--- src/rtl/pg_pkg.sv ---
package pg_pkg;

    // Control state of the generator
    typedef enum logic [1:0] {
        ST_IDLE = 2'd0,
        ST_RUN  = 2'd1,
        ST_LOAD = 2'd2
    } pg_state_e;

    // Operation applied to the shift register at the next edge
    typedef enum logic [2:0] {
        OP_HOLD     = 3'd0,
        OP_STEP     = 3'd1,
        OP_FULL     = 3'd2,
        OP_PART_SET = 3'd3,
        OP_STEP_XOR = 3'd4
    } pg_op_e;

endpackage

--- src/rtl/pg_lfsr_core.sv ---
module pg_lfsr_core
    import pg_pkg::*;
#(
    parameter int unsigned     WIDTH      = 8,
    parameter int unsigned     PART_W     = 4,
    parameter logic [WIDTH-1:0] TAP_MASK   = 8'hB8,
    parameter logic [WIDTH-1:0] RESET_SEED = 8'h01,
    parameter logic [WIDTH-1:0] ZERO_FIX   = 8'h5A
) (
    input  logic             clk,
    input  logic             rst_n,
    input  pg_op_e           op,
    input  logic [WIDTH-1:0] seed,
    output logic [WIDTH-1:0] state_q
);

    localparam int unsigned UPPER_W = WIDTH - PART_W;

    logic [WIDTH-1:0] stepped;
    logic [WIDTH-1:0] part_ext;
    logic [WIDTH-1:0] part_set;
    logic [WIDTH-1:0] cand;
    logic [WIDTH-1:0] nxt;
    logic             is_load;
    logic             fb_bit;

    // External XOR feedback over the tapped stages
    assign fb_bit  = ^(state_q & TAP_MASK);
    assign stepped = {state_q[WIDTH-2:0], fb_bit};

    // The partial slice layout depends on whether a slice is narrower
    generate
        if (UPPER_W > 0) begin : g_slice
            assign part_ext = {{UPPER_W{1'b0}}, seed[PART_W-1:0]};
            assign part_set = {state_q[WIDTH-1:PART_W], seed[PART_W-1:0]};
        end else begin : g_whole
            assign part_ext = seed;
            assign part_set = seed;
        end
    endgenerate

    always_comb begin
        cand    = state_q;
        is_load = 1'b0;
        unique case (op)
            OP_HOLD:     cand = state_q;
            OP_STEP:     cand = stepped;
            OP_FULL:     begin cand = seed;                is_load = 1'b1; end
            OP_PART_SET: begin cand = part_set;            is_load = 1'b1; end
            OP_STEP_XOR: begin cand = stepped ^ part_ext;  is_load = 1'b1; end
            default:     cand = state_q;
        endcase
        // Lock-up guard: a load may never leave the register at zero
        nxt = (is_load && (cand == '0)) ? ZERO_FIX : cand;
    end

    always_ff @(posedge clk) begin
        if (!rst_n) begin
            state_q <= RESET_SEED;
        end else begin
            state_q <= nxt;
        end
    end

endmodule

--- src/rtl/pg_seed_hold.sv ---
module pg_seed_hold #(
    parameter int unsigned WIDTH = 8
) (
    input  logic             clk,
    input  logic             rst_n,
    input  logic             cap_en,
    input  logic [WIDTH-1:0] seed_in,
    input  logic             full_in,
    output logic [WIDTH-1:0] seed_q,
    output logic             full_q
);

    // Keeps a static seed for the pause cycle, so later offers cannot disturb it
    always_ff @(posedge clk) begin
        if (!rst_n) begin
            seed_q <= '0;
            full_q <= 1'b0;
        end else if (cap_en) begin
            seed_q <= seed_in;
            full_q <= full_in;
        end
    end

endmodule

--- src/rtl/pg_ctrl.sv ---
module pg_ctrl
    import pg_pkg::*;
(
    input  logic   clk,
    input  logic   rst_n,
    input  logic   run_en,
    input  logic   seed_valid,
    input  logic   seed_dyn,
    input  logic   seed_full,
    input  logic   pend_full,
    output pg_op_e op,
    output logic   seed_ready,
    output logic   pat_valid,
    output logic   cap_en,
    output logic   use_pending
);

    pg_state_e state_q;
    pg_state_e state_d;
    logic      accept;

    assign accept = seed_valid && (state_q == ST_RUN);

    // State register
    always_ff @(posedge clk) begin
        if (!rst_n) begin
            state_q <= ST_IDLE;
        end else begin
            state_d_check: state_q <= state_d;
        end
    end

    // Next state
    always_comb begin
        state_d = state_q;
        unique case (state_q)
            ST_IDLE: state_d = run_en ? ST_RUN : ST_IDLE;
            ST_RUN: begin
                if (accept && !seed_dyn) state_d = ST_LOAD;
                else                     state_d = run_en ? ST_RUN : ST_IDLE;
            end
            ST_LOAD: state_d = run_en ? ST_RUN : ST_IDLE;
            default: state_d = ST_IDLE;
        endcase
    end

    // Outputs and register operation
    always_comb begin
        op          = OP_HOLD;
        seed_ready  = 1'b0;
        pat_valid   = 1'b0;
        cap_en      = 1'b0;
        use_pending = 1'b0;
        unique case (state_q)
            ST_IDLE: op = OP_HOLD;
            ST_RUN: begin
                seed_ready = 1'b1;
                pat_valid  = 1'b1;
                if (accept && !seed_dyn) begin
                    cap_en = 1'b1;
                    op     = OP_HOLD;
                end else if (accept) begin
                    op = seed_full ? OP_FULL : OP_STEP_XOR;
                end else begin
                    op = run_en ? OP_STEP : OP_HOLD;
                end
            end
            ST_LOAD: begin
                use_pending = 1'b1;
                op          = pend_full ? OP_FULL : OP_PART_SET;
            end
            default: op = OP_HOLD;
        endcase
    end

endmodule

--- src/rtl/lfsr_reseed_gen.sv ---
module lfsr_reseed_gen
    import pg_pkg::*;
#(
    parameter int unsigned      WIDTH      = 8,
    parameter int unsigned      PART_W     = 4,
    parameter logic [WIDTH-1:0] TAP_MASK   = 8'hB8,
    parameter logic [WIDTH-1:0] RESET_SEED = 8'h01,
    parameter logic [WIDTH-1:0] ZERO_FIX   = 8'h5A
) (
    input  logic             clk,
    input  logic             rst_n,
    input  logic             run_en,
    input  logic             seed_valid,
    output logic             seed_ready,
    input  logic [WIDTH-1:0] seed_data,
    input  logic             seed_full,
    input  logic             seed_dyn,
    output logic [WIDTH-1:0] pattern,
    output logic             pattern_valid
);

    pg_op_e           op;
    logic             cap_en;
    logic             use_pending;
    logic [WIDTH-1:0] pend_seed;
    logic             pend_full;
    logic [WIDTH-1:0] seed_sel;

    pg_ctrl u_ctrl (
        .clk         (clk),
        .rst_n       (rst_n),
        .run_en      (run_en),
        .seed_valid  (seed_valid),
        .seed_dyn    (seed_dyn),
        .seed_full   (seed_full),
        .pend_full   (pend_full),
        .op          (op),
        .seed_ready  (seed_ready),
        .pat_valid   (pattern_valid),
        .cap_en      (cap_en),
        .use_pending (use_pending)
    );

    pg_seed_hold #(.WIDTH(WIDTH)) u_hold (
        .clk     (clk),
        .rst_n   (rst_n),
        .cap_en  (cap_en),
        .seed_in (seed_data),
        .full_in (seed_full),
        .seed_q  (pend_seed),
        .full_q  (pend_full)
    );

    assign seed_sel = use_pending ? pend_seed : seed_data;

    pg_lfsr_core #(
        .WIDTH      (WIDTH),
        .PART_W     (PART_W),
        .TAP_MASK   (TAP_MASK),
        .RESET_SEED (RESET_SEED),
        .ZERO_FIX   (ZERO_FIX)
    ) u_core (
        .clk     (clk),
        .rst_n   (rst_n),
        .op      (op),
        .seed    (seed_sel),
        .state_q (pattern)
    );

endmodule

--- config.mk ---
export PLATFORM = sky130hd
export DESIGN_NAME = lfsr_reseed_gen
export DESIGN_NICKNAME = d
export VERILOG_FILES = /design/src/rtl/pg_pkg.sv /design/src/rtl/pg_lfsr_core.sv /design/src/rtl/pg_seed_hold.sv /design/src/rtl/pg_ctrl.sv /design/src/rtl/lfsr_reseed_gen.sv
export SDC_FILE = /design/constraint.sdc
export NUM_CORES = 1
export LEC_CHECK = 0
export ABC_CLOCK_PERIOD_IN_PS = 2000
export CAP_MARGIN = 10
export CORE_MARGIN = 8
export CORE_UTILIZATION = 46
export DETAILED_ROUTE_END_ITERATION = 12
export PLACE_DENSITY = 0.72
export SLEW_MARGIN = 20
export SYNTH_ARGS = -nofsm -noshare
export SYNTH_HDL_FRONTEND = slang
export SYNTH_SLANG_ARGS = --single-unit
export TNS_END_PERCENT = 100
--- constraint.sdc ---
create_clock -name clk -period 2 [get_ports clk]
set_input_delay 0.4 -clock clk [delete_from_list [all_inputs] [get_ports clk]]
set_output_delay 0.4 -clock clk [all_outputs]
set_load 0.01 [all_outputs]
==> results.md <==
- Vias in the first global route: 1,203
- Final worst-path cycle share: 108%
- DP HPWL: 2360 um
- Syn Nets: 154
- Library cells used by synthesis: 45
- Post-DRT Antenna Nets: 0
- Slew HR: 70.1%
- Port bufs: 23
- Hold Crit Class: register to register
- Cell Rows: 18
- Worst R2R Setup Slack: -0.16 ns
- Placed cells: 203
- Post-Route WL: 3230 um
- Synth top area share: 31.5%
- Critical path peak fanout: 4
- Max Cap Viol: 0
- Root Buffer: clkbuf_4
- Cells on Worst Hold Path: 2
- R2R depth: 9
- Post-place setup slack: -0.504 ns
- Setup TNS: -0.628 ns
- Clk sinks: 19
- Post-synth top cells: dfxtp_1 (19), nor2_1 (19), mux2i_1 (13), o21ai_1 (7), nand2_1 (6)
- Layout cells sized above 1: 32.0%
- WL/cell: 15.3 um
- CTS tree: built
- WS Path Type: register to register
- Antenna Cells: 0
- GRT overflow: 0
- Starting Density: 48.7%
- Power per Cell Area: 424 nW/um2
- Number of synthesized flops with an enable pin: 0
- I/O pins: 24
- DR vias: 1,196
- # nets final: 200
- Initial DRC count: 54
- Area delta synth->final: 47.2%
- Flops & latches, synth: 19
- R2r startpoint: u_ctrl.state_q[0]$_SDFF_PN0_
- Most used DFF post-synth: dfxtp_1
- First-pass GRT wire length: 5600 um
- Slew Viols, Final: 0
- Failing checks: setup timing
- FMAX: 462 MHz
- Worst slew pin tran: 0.447 ns
- Post-Syn Area: 1210 um2
- Static leakage: 0.736 nW
- Worst Skew: 0.00196 ns
- Seq/Total Area, Yosys: 31.5%
- Yosys warning count: 0
- Worst setup EP type: register
- Top post-synthesis cells by area: dfxtp_1 (32%), mux2i_1 (11%), nor2_1 (5.9%), ha_1 (4.1%), a221oi_2 (3.7%)
- WHS: 0.503 ns
- H-tree depth: 1
- Max VDD drop: 0.432 mV
- Synth Instances: 136
- Vias per cell: 5.67
- Area of the core: 2480 um2
- Asr flop ratio synth: 0%
- Die W: 67.2 um
- Syn avg cell area: 8.87 um2
- Layout Cells excl Fill: 211
- Die Footprint: 4520 um2
- Unrepaired setup endpoints after global routing: true
- DRT Pass-1 Iters: 4
- CTS clock-pin slew for the worst setup and hold paths: 0.12 ns
- Worst Path Required: 2.24 ns
- Largest net degree at the start of global routing: 17
- Crit path DAT: 2.41 ns
- Cts bufs inserted: 3
- Reg-to-reg endpoint: u_core.state_q[4]$_SDFF_PN0_
- Initial antenna violation count: 0
- Die H: 67.2 um
- Final instance area: 1780 um2
- Startpoint types: register
- Global-route usage over all layers: 15.5%
- FILL cells: 207
- # DRC: 0
- WHS Endpoint: u_hold.seed_q[2]$_SDFFE_PN0P_
- DP Area: 1620 um2
- Clock Latency Late Sink: 0.31 ns
- Dominant cell type by area after synthesis: dfxtp_1
- GP Congestion: 0.882
- Fin crit period: 2.16 ns
- Hold Crit Start: u_hold.seed_q[2]$_SDFFE_PN0P_
- Final hold violations: 0
- Status: finished with violations
- CTS max path bufs: 2
- Final setup margin: -0.164 ns
- Final setup vio count: 5
## flip-flops by register name, summed over array words and instances (netlist names)
signal / count
u_hold.full_q: 1
u_hold.seed_q: 8
u_core.state_q: 8
u_ctrl.state_q: 2
## repair_timing
action | 4_1_cts | 5_1_grt
buffers inserted | 4 | 1
hold buffers | 0 | 0
pin swaps | 9 | 8
resized for setup | 15 | 7
setup endpoints to repair | 9 | 7
## per-stage QoR
stage               power [W]  util, %
floorplan            0.000473        -
global placement     0.000539     65.6
detailed placement   0.000542     65.6
CTS                  0.000751     70.2
global route         0.000791     71.7
finish               0.000753     71.7
## placed cells by master, fill, tap and decap left out, types with 4 or more instances in the layout
| cell type | count |
|---|---|
| a221oi_2 | 4 |
| buf_4 | 21 |
| clkdlybuf4s50_1 | 21 |
| dfxtp_1 | 17 |
| mux2i_1 | 12 |
| nand2_1 | 6 |
| nand2b_1 | 4 |
| nor2_1 | 18 |
| o21ai_1 | 7 |
## where the power goes
group          switching (W)  leakage (nW)  internal, W
Combinational      0.0000693         0.564    0.0000839
Clock               0.000131        0.0177    0.0000747
Sequential        0.00000804         0.155     0.000386
Total               0.000208         0.736     0.000545
## logic make-up (layout without fill, tap and decap cells)
logic type | after synthesis | in the layout | share of synthesized area (%)
xor+xnor | 3 | 3 | 2.18
mux | 18 | 18 | 16.4
compound gates | 31 | 31 | 19.9
simple gates | 51 | 51 | 21.6
fa+ha+maj | 4 | 4 | 4.15
flops | 19 | 19 | 31.5
buf+inv | 10 | 55 | 4.25
## critical path, stage by stage (launching register included)
cell,delay (ns)
dfxtp_4,0.39
inv_4,0.05
ha_4,0.26
or3b_4,0.39
o22ai_4,0.21
nor2_4,0.08
a222oi_1,0.32
buf_4,0.19
nand3_2,0.08
o21ai_1,0.14
## routing by layer
layer  global-route usage [%]  vias up  share of wire (%)
met3                     4.47        7                6.1
met4                     6.79        0                1.9
li1                         -      583                  -
met1                     18.4      568                 44
met5                        0        -                  0
met2                     25.4       38                 48
## layout make-up
| cell class | count | area [um2] | area share [%] |
|---|---|---|---|
| flip-flops and latches | 19 | 385 | 21.7 |
| clock buffers | 3 | 22.5 | 1.27 |
| multi-input cells | 107 | 888 | 50.0 |
| clock inverters | 1 | 5.00 | 0.282 |
| repair buffers | 47 | 419 | 23.6 |
| well taps | 30 | 37.5 | 2.11 |
| inverters | 4 | 17.5 | 0.987 |
## worst max-delay path by stage
stage,end,start
floorplan,u_core.state_q[1]$_SDFF_PN0_,u_ctrl.state_q[0]$_SDFF_PN0_
global placement,u_core.state_q[1]$_SDFF_PN0_,seed_valid
detailed placement,u_core.state_q[4]$_SDFF_PN0_,seed_valid
CTS,u_core.state_q[4]$_SDFF_PN0_,u_ctrl.state_q[0]$_SDFF_PN0_
global route,u_core.state_q[1]$_SDFF_PN0_,u_ctrl.state_q[0]$_SDFF_PN0_
finish,u_core.state_q[4]$_SDFF_PN0_,u_ctrl.state_q[0]$_SDFF_PN0_
No activity file was read; power rests on OpenSTA's default activity.
